**config.mk**
```make
export PLATFORM = sky130hd
export DESIGN_NAME = irq_aggregator
export DESIGN_NICKNAME = d
export VERILOG_FILES = /design/src/rtl/irq_agg_pkg.sv /design/src/rtl/irq_wake_regs.sv /design/src/rtl/irq_ctl_reg.sv /design/src/rtl/irq_status_calc.sv /design/src/rtl/irq_notify_fsm.sv /design/src/rtl/irq_aggregator.sv
export SDC_FILE = /design/constraint.sdc
export NUM_CORES = 1
export LEC_CHECK = 0
export BUFFER_PORTS_ARGS = -buffer_cell sky130_fd_sc_hd__clkbuf_2
export CORE_MARGIN = 2
export CORE_UTILIZATION = 39
export CTS_BUF_LIST = sky130_fd_sc_hd__clkbuf_8 sky130_fd_sc_hd__clkbuf_16
export DETAILED_ROUTE_END_ITERATION = 6
export PLACE_DENSITY = 0.81
export SYNTH_ARGS = -nofsm -noshare
export SYNTH_HDL_FRONTEND = slang
export SYNTH_SLANG_ARGS = --single-unit
```
**constraint.sdc**
```tcl
create_clock -name clk -period 1.5 [get_ports clk]
set_input_delay 0.3 -clock clk [delete_from_list [all_inputs] [get_ports clk]]
set_output_delay 0.3 -clock clk [all_outputs]
set_load 0.01 [all_outputs]
```
**src/rtl/irq_agg_pkg.sv**
```systemverilog
`timescale 1ns/1ps
package irq_agg_pkg;
    localparam int unsigned STS_W       = 32;
    localparam int unsigned CTL_SUM_BIT = 30;
    localparam int unsigned GLB_BIT     = 31;

    typedef enum logic [1:0] {
        NTF_IDLE = 2'd0,
        NTF_FIRE = 2'd1,
        NTF_HOLD = 2'd2
    } ntf_state_e;
endpackage

```
**src/rtl/irq_wake_regs.sv**
```systemverilog
`timescale 1ns/1ps
module irq_wake_regs #(
    parameter int unsigned WAKE_W = 15
) (
    input  logic              clk,
    input  logic              rst_n,
    input  logic [WAKE_W-1:0] codec_present,
    input  logic              wen_we,
    input  logic [WAKE_W-1:0] wen_wd,
    input  logic              wsts_we,
    input  logic [WAKE_W-1:0] wsts_wd,
    output logic [WAKE_W-1:0] wake_en,
    output logic [WAKE_W-1:0] wake_sts
);
    always_ff @(posedge clk) begin
        if (!rst_n) begin
            wake_en  <= '0;
            wake_sts <= codec_present;
        end else begin
            if (wen_we) begin
                wake_en <= wen_wd;
            end
            if (wsts_we) begin
                wake_sts <= wake_sts & ~wsts_wd;
            end
        end
    end

    // every bit written as 1 is clear in the next cycle
    a_r7_w1c_clears: assert property (@(posedge clk) disable iff (!rst_n)
        wsts_we |=> ((wake_sts & $past(wsts_wd)) == '0));

    // no wake-status bit sets outside reset
    a_r7_no_set: assert property (@(posedge clk) disable iff (!rst_n)
        1'b1 |=> ((wake_sts & ~$past(wake_sts)) == '0));
endmodule

```
**src/rtl/irq_ctl_reg.sv**
```systemverilog
`timescale 1ns/1ps
module irq_ctl_reg
    import irq_agg_pkg::*;
#(
    parameter logic [STS_W-1:0] WR_MASK = 32'hC00000FF
) (
    input  logic             clk,
    input  logic             rst_n,
    input  logic             we,
    input  logic [STS_W-1:0] wd,
    output logic [STS_W-1:0] ctl
);
    always_ff @(posedge clk) begin
        if (!rst_n) begin
            ctl <= '0;
        end else if (we) begin
            ctl <= wd & WR_MASK;
        end
    end

    // a write lands masked
    a_r2_masked_write: assert property (@(posedge clk) disable iff (!rst_n)
        we |=> (ctl == ($past(wd) & WR_MASK)));

    // without a write the register holds
    a_r2_hold: assert property (@(posedge clk) disable iff (!rst_n)
        !we |=> $stable(ctl));
endmodule

```
**src/rtl/irq_status_calc.sv**
```systemverilog
`timescale 1ns/1ps
module irq_status_calc
    import irq_agg_pkg::*;
#(
    parameter int unsigned NUM_STREAMS = 8,
    parameter int unsigned WAKE_W      = 15
) (
    input  logic [NUM_STREAMS-1:0] stream_done,
    input  logic                   rsp_irq,
    input  logic                   rsp_ovr,
    input  logic [WAKE_W-1:0]      wake_en,
    input  logic [WAKE_W-1:0]      wake_sts,
    input  logic [STS_W-1:0]       ctl,
    output logic [STS_W-1:0]       status
);
    logic [GLB_BIT-1:0] src;
    logic               ctl_sum;

    assign ctl_sum = rsp_irq | rsp_ovr | (|(wake_sts & wake_en));

    for (genvar b = 0; b < GLB_BIT; b++) begin : g_src
        if (b < NUM_STREAMS) begin : g_stream
            assign src[b] = stream_done[b];
        end else if (b == CTL_SUM_BIT) begin : g_sum
            assign src[b] = ctl_sum;
        end else begin : g_zero
            assign src[b] = 1'b0;
        end
    end

    always_comb begin
        status          = {1'b0, src};
        status[GLB_BIT] = |(src & ctl[GLB_BIT-1:0]);
    end
endmodule

```
**src/rtl/irq_notify_fsm.sv**
```systemverilog
`timescale 1ns/1ps
module irq_notify_fsm
    import irq_agg_pkg::*;
(
    input  logic clk,
    input  logic rst_n,
    input  logic level,
    input  logic msg_mode,
    output logic irq_msg
);
    ntf_state_e state_q, state_d;

    always_ff @(posedge clk) begin
        if (!rst_n) begin
            state_q <= NTF_IDLE;
        end else begin
            state_q <= state_d;
        end
    end

    always_comb begin
        state_d = state_q;
        unique case (state_q)
            NTF_IDLE: begin
                if (level) begin
                    state_d = msg_mode ? NTF_FIRE : NTF_HOLD;
                end
            end
            NTF_FIRE: state_d = level ? NTF_HOLD : NTF_IDLE;
            NTF_HOLD: begin
                if (!level) begin
                    state_d = NTF_IDLE;
                end
            end
            default:  state_d = NTF_IDLE;
        endcase
    end

    always_comb begin
        irq_msg = (state_q == NTF_FIRE);
    end

    // a message pulse lasts one cycle
    a_r8_single_pulse: assert property (@(posedge clk) disable iff (!rst_n)
        irq_msg |=> !irq_msg);

    // a pulse follows a high level seen in message mode
    a_r8_pulse_cause: assert property (@(posedge clk) disable iff (!rst_n)
        irq_msg |-> ($past(level) && $past(msg_mode)));

    // a held level never fires a second time
    a_r9_no_repeat: assert property (@(posedge clk) disable iff (!rst_n)
        (level && $past(level)) |=> !irq_msg);
endmodule

```
**src/rtl/irq_aggregator.sv**
```systemverilog
`timescale 1ns/1ps
module irq_aggregator
    import irq_agg_pkg::*;
#(
    parameter int unsigned NUM_STREAMS = 8,
    parameter int unsigned WAKE_W      = 15
) (
    input  logic                   clk,
    input  logic                   rst_n,
    input  logic [WAKE_W-1:0]      codec_present,
    input  logic                   rsp_irq,
    input  logic                   rsp_ovr,
    input  logic [NUM_STREAMS-1:0] stream_done,
    input  logic                   ctl_wr_en,
    input  logic [STS_W-1:0]       ctl_wr_data,
    input  logic                   wen_wr_en,
    input  logic [WAKE_W-1:0]      wen_wr_data,
    input  logic                   wsts_wr_en,
    input  logic [WAKE_W-1:0]      wsts_wr_data,
    input  logic                   msg_mode,
    output logic [STS_W-1:0]       int_ctl,
    output logic [WAKE_W-1:0]      wake_en,
    output logic [WAKE_W-1:0]      wake_sts,
    output logic [STS_W-1:0]       int_status,
    output logic                   irq_line,
    output logic                   irq_msg
);
    localparam logic [STS_W-1:0] STREAM_BITS = STS_W'((64'd1 << NUM_STREAMS) - 64'd1);
    localparam logic [STS_W-1:0] CTL_MASK    =
        (STS_W'(1) << GLB_BIT) | (STS_W'(1) << CTL_SUM_BIT) | STREAM_BITS;

    logic level;

    irq_ctl_reg #(.WR_MASK(CTL_MASK)) u_ctl (
        .clk   (clk),
        .rst_n (rst_n),
        .we    (ctl_wr_en),
        .wd    (ctl_wr_data),
        .ctl   (int_ctl)
    );

    irq_wake_regs #(.WAKE_W(WAKE_W)) u_wake (
        .clk           (clk),
        .rst_n         (rst_n),
        .codec_present (codec_present),
        .wen_we        (wen_wr_en),
        .wen_wd        (wen_wr_data),
        .wsts_we       (wsts_wr_en),
        .wsts_wd       (wsts_wr_data),
        .wake_en       (wake_en),
        .wake_sts      (wake_sts)
    );

    irq_status_calc #(.NUM_STREAMS(NUM_STREAMS), .WAKE_W(WAKE_W)) u_calc (
        .stream_done (stream_done),
        .rsp_irq     (rsp_irq),
        .rsp_ovr     (rsp_ovr),
        .wake_en     (wake_en),
        .wake_sts    (wake_sts),
        .ctl         (int_ctl),
        .status      (int_status)
    );

    assign level    = int_status[GLB_BIT] & int_ctl[GLB_BIT];
    assign irq_line = level & ~msg_mode;

    irq_notify_fsm u_ntf (
        .clk      (clk),
        .rst_n    (rst_n),
        .level    (level),
        .msg_mode (msg_mode),
        .irq_msg  (irq_msg)
    );

    // the line is quiet in message mode
    a_r8_line_quiet: assert property (@(posedge clk) disable iff (!rst_n)
        msg_mode |-> !irq_line);

    // the line never rises without the global enable
    a_r6_needs_enable: assert property (@(posedge clk) disable iff (!rst_n)
        irq_line |-> int_ctl[GLB_BIT]);

    // the global bit needs a source that is also enabled
    a_r5_needs_source: assert property (@(posedge clk) disable iff (!rst_n)
        int_status[GLB_BIT] |-> ((int_status[GLB_BIT-1:0] & int_ctl[GLB_BIT-1:0]) != '0));

    // unused middle status bits stay low
    a_r3_gap_zero: assert property (@(posedge clk) disable iff (!rst_n)
        (int_status[CTL_SUM_BIT-1:0] & ~STREAM_BITS[CTL_SUM_BIT-1:0]) == '0);
endmodule

```
==> run metrics <==
final wirelength=5380 µm; Final Power=2.69 mW; multi-input logic area=958 µm²; Avg Cell Area, Syn=9.91 µm²; CTS H-Tree Depth=2; max frequency=0.503 GHz; Via Count=2006; global-route wire length before repair=7870 µm; area leader, netlist=dfxtp_1; Max Slew Vio Count=0; worst setup margin=-490 ps; # fillers=516; Die Y=80.6 µm; GRT overflow=0; # nets final=475; Final Hold Viols=0; final instance area=3120 µm²; I/O Pins=189; Non-Filler Instances=455; beginning of the critical path=u_wake.wake_sts[2]; Max VDD drop=0.000522 V; CTS root buffer=clkbuf_8; PortBufs=122; failing checks=negative setup slack; CTS tree=built; Area contributors post-synth=dfxtp_1 24%, edfxtp_1 20%, buf_4 18%; number of global-route vias before repair=1806; initial antenna violation count=0; cells after synthesis=231; crit-path max cell delay=420 ps; clock latency on the worst-skew pair=300 ps; register area=991 µm²; WP data arrival=1690 ps; CTS clk-pin slew, worst paths=90 ps; 1st-pass router iterations=5; CP Cell Sequence=a211oi_2 > nand4_2 > o31ai_4 > a21oi_1 > clkbuf_2; Starting DRT DRC Count=33; Placement Setup Slack=-215 ps; post-DR vias/cell=4.41; outcome=finished with violations; placed cell area=3010 µm²; CTS Buffer Depth=2; core box area=5570 µm²; commonest non-fill, non-tap cells in the layout=121 x clkbuf_2, 44 x conb_1, 40 x buf_4, 27 x dfxtp_1, 26 x nor2b_1; Finish-stage setup viols=3; DIE AREA=6500 µm²; Netlist cell types=26; number of flops mapped to enable cells by yosys=15; Critical Path RT=1200 ps; Hold/Removal Path Class=primary input to flop; FF-to-FF Start=u_wake.wake_sts[2]; antenna-violating nets left=0; RSZ-0062 raised after global routing=yes; Hold WS=262 ps; HP Start=wen_wr_data[1]; initial core utilization=0.411; Final period util=1.33; # placed instances=445; GRT Overall Usage=0.161; CP Launch Type=flop; die width=80.6 µm; Area growth syn-to-layout=36.4%; min Tclk post-route=1990 ps; Synthesis Warnings=0; drc violations=0; HPWL after DPL=4430 µm; PwrDens=860 nW/µm²; post-synthesis sequential area ratio=0.433; top cell type's share of synthesized area=0.236; register bit total from synthesis=42; max_cap viols=0; commonest non-fill, non-tap cell in the layout=clkbuf_2; Critical Path Fanout Max=4; P_leak=1.68 nW; DR WL/cell=11.8 µm; TritonCTS Sinks=42; critical path class=flop to primary output; largest net degree at the start of global routing=27; clock skew=9.21 ps; gpl congestion=0.753; layout cells sized above 1=0.465; Main synth FF type=dfxtp_1; CTS Buf Count=5; hold_buf cts=0; CP endpoint kind=primary output; ANT cells=0; Rows=27; mapped cell area=2290 µm²; CP max-delay cell=edfxtp_1; ys async rst share=0
==> registers in the layout (all words and copies together), names as in the netlist <==
name / cells
u_wake.wake_en: 15
u_ctl.ctl: 10
u_ntf.state_q: 2
u_wake.wake_sts: 15
==> critical path: cells and delay by family, from the launching register on <==
kind / cells / cell delay (ps)
compound gates: 3 / 650
simple gates: 1 / 190
flops: 1 / 420
buf+inv: 1 / 130
==> per-stage QoR <==
step / setup TNS [ps] / utilization
detailed placement: -453 / 0.541
floorplan: -10.2 / -
finish: -1380 / 0.560
global route: -1690 / 0.560
CTS: -1460 / 0.558
global placement: -338 / 0.541
==> worst paths after layout <==
path	to	slack [ps]	cells past startpoint
setup / recovery	irq_line	-490	5
setup reg to reg	u_ntf.state_q[1]	120	4
hold reg to reg	u_ntf.state_q[0]	500	2
hold / removal	u_wake.wake_en[1]	260	3
==> kinds of logic after synthesis <==
kind of cell | after synthesis | share of synthesized area
other | 1 | 0.00164
flip-flops | 42 | 0.433
buffers and inverters | 79 | 0.221
multiplexers | 25 | 0.109
AND/OR/NAND/NOR | 51 | 0.124
AO/OA/AOI/OAI | 33 | 0.111
==> synthesized netlist by cell type (2+ instances only) <==
| library cell | n |
|---|---|
| nand2_1 | 18 |
| buf_4 | 54 |
| edfxtp_1 | 15 |
| a22oi_1 | 6 |
| o22ai_1 | 14 |
| a21oi_1 | 4 |
| inv_1 | 17 |
| buf_2 | 6 |
| clkbuf_1 | 2 |
| nand2b_1 | 2 |
| mux2i_1 | 25 |
| a22oi_2 | 3 |
| dfxtp_1 | 27 |
| nor2b_1 | 26 |
==> per-layer routing <==
layer | track usage | up-vias | routed length, µm
met5 | 0 | - | 0
met4 | 0.0525 | 0 | 54
met3 | 0.0506 | 4 | 473
met2 | 0.300 | 113 | 2770
met1 | 0.170 | 905 | 2080
li1 | - | 984 | -
==> where the power goes <==
part | switching [mW] | internal [mW]
combinational | 0.322 | 0.323
clock | 0.397 | 0.327
sequential | 0.0512 | 1.27
total | 0.770 | 1.92
==> final cells by class <==
| cell class | count | share of cell area |
|---|---|---|
| Sequential cell | 42 | 0.317 |
| Multi-Input combinational cell | 153 | 0.307 |
| Timing Repair Buffer | 163 | 0.298 |
| Tap cell | 72 | 0.0288 |
| Clock buffer | 5 | 0.0220 |
| Inverter | 17 | 0.0204 |
| Clock inverter | 3 | 0.00681 |
==> what timing repair did <==
action                     4_1_cts  5_1_grt
pin swaps                        1        0
gates resized for setup          0        2
setup endpoints to repair        3        3
setup buffers                    1        1
Power figures use the tool's default switching activity.
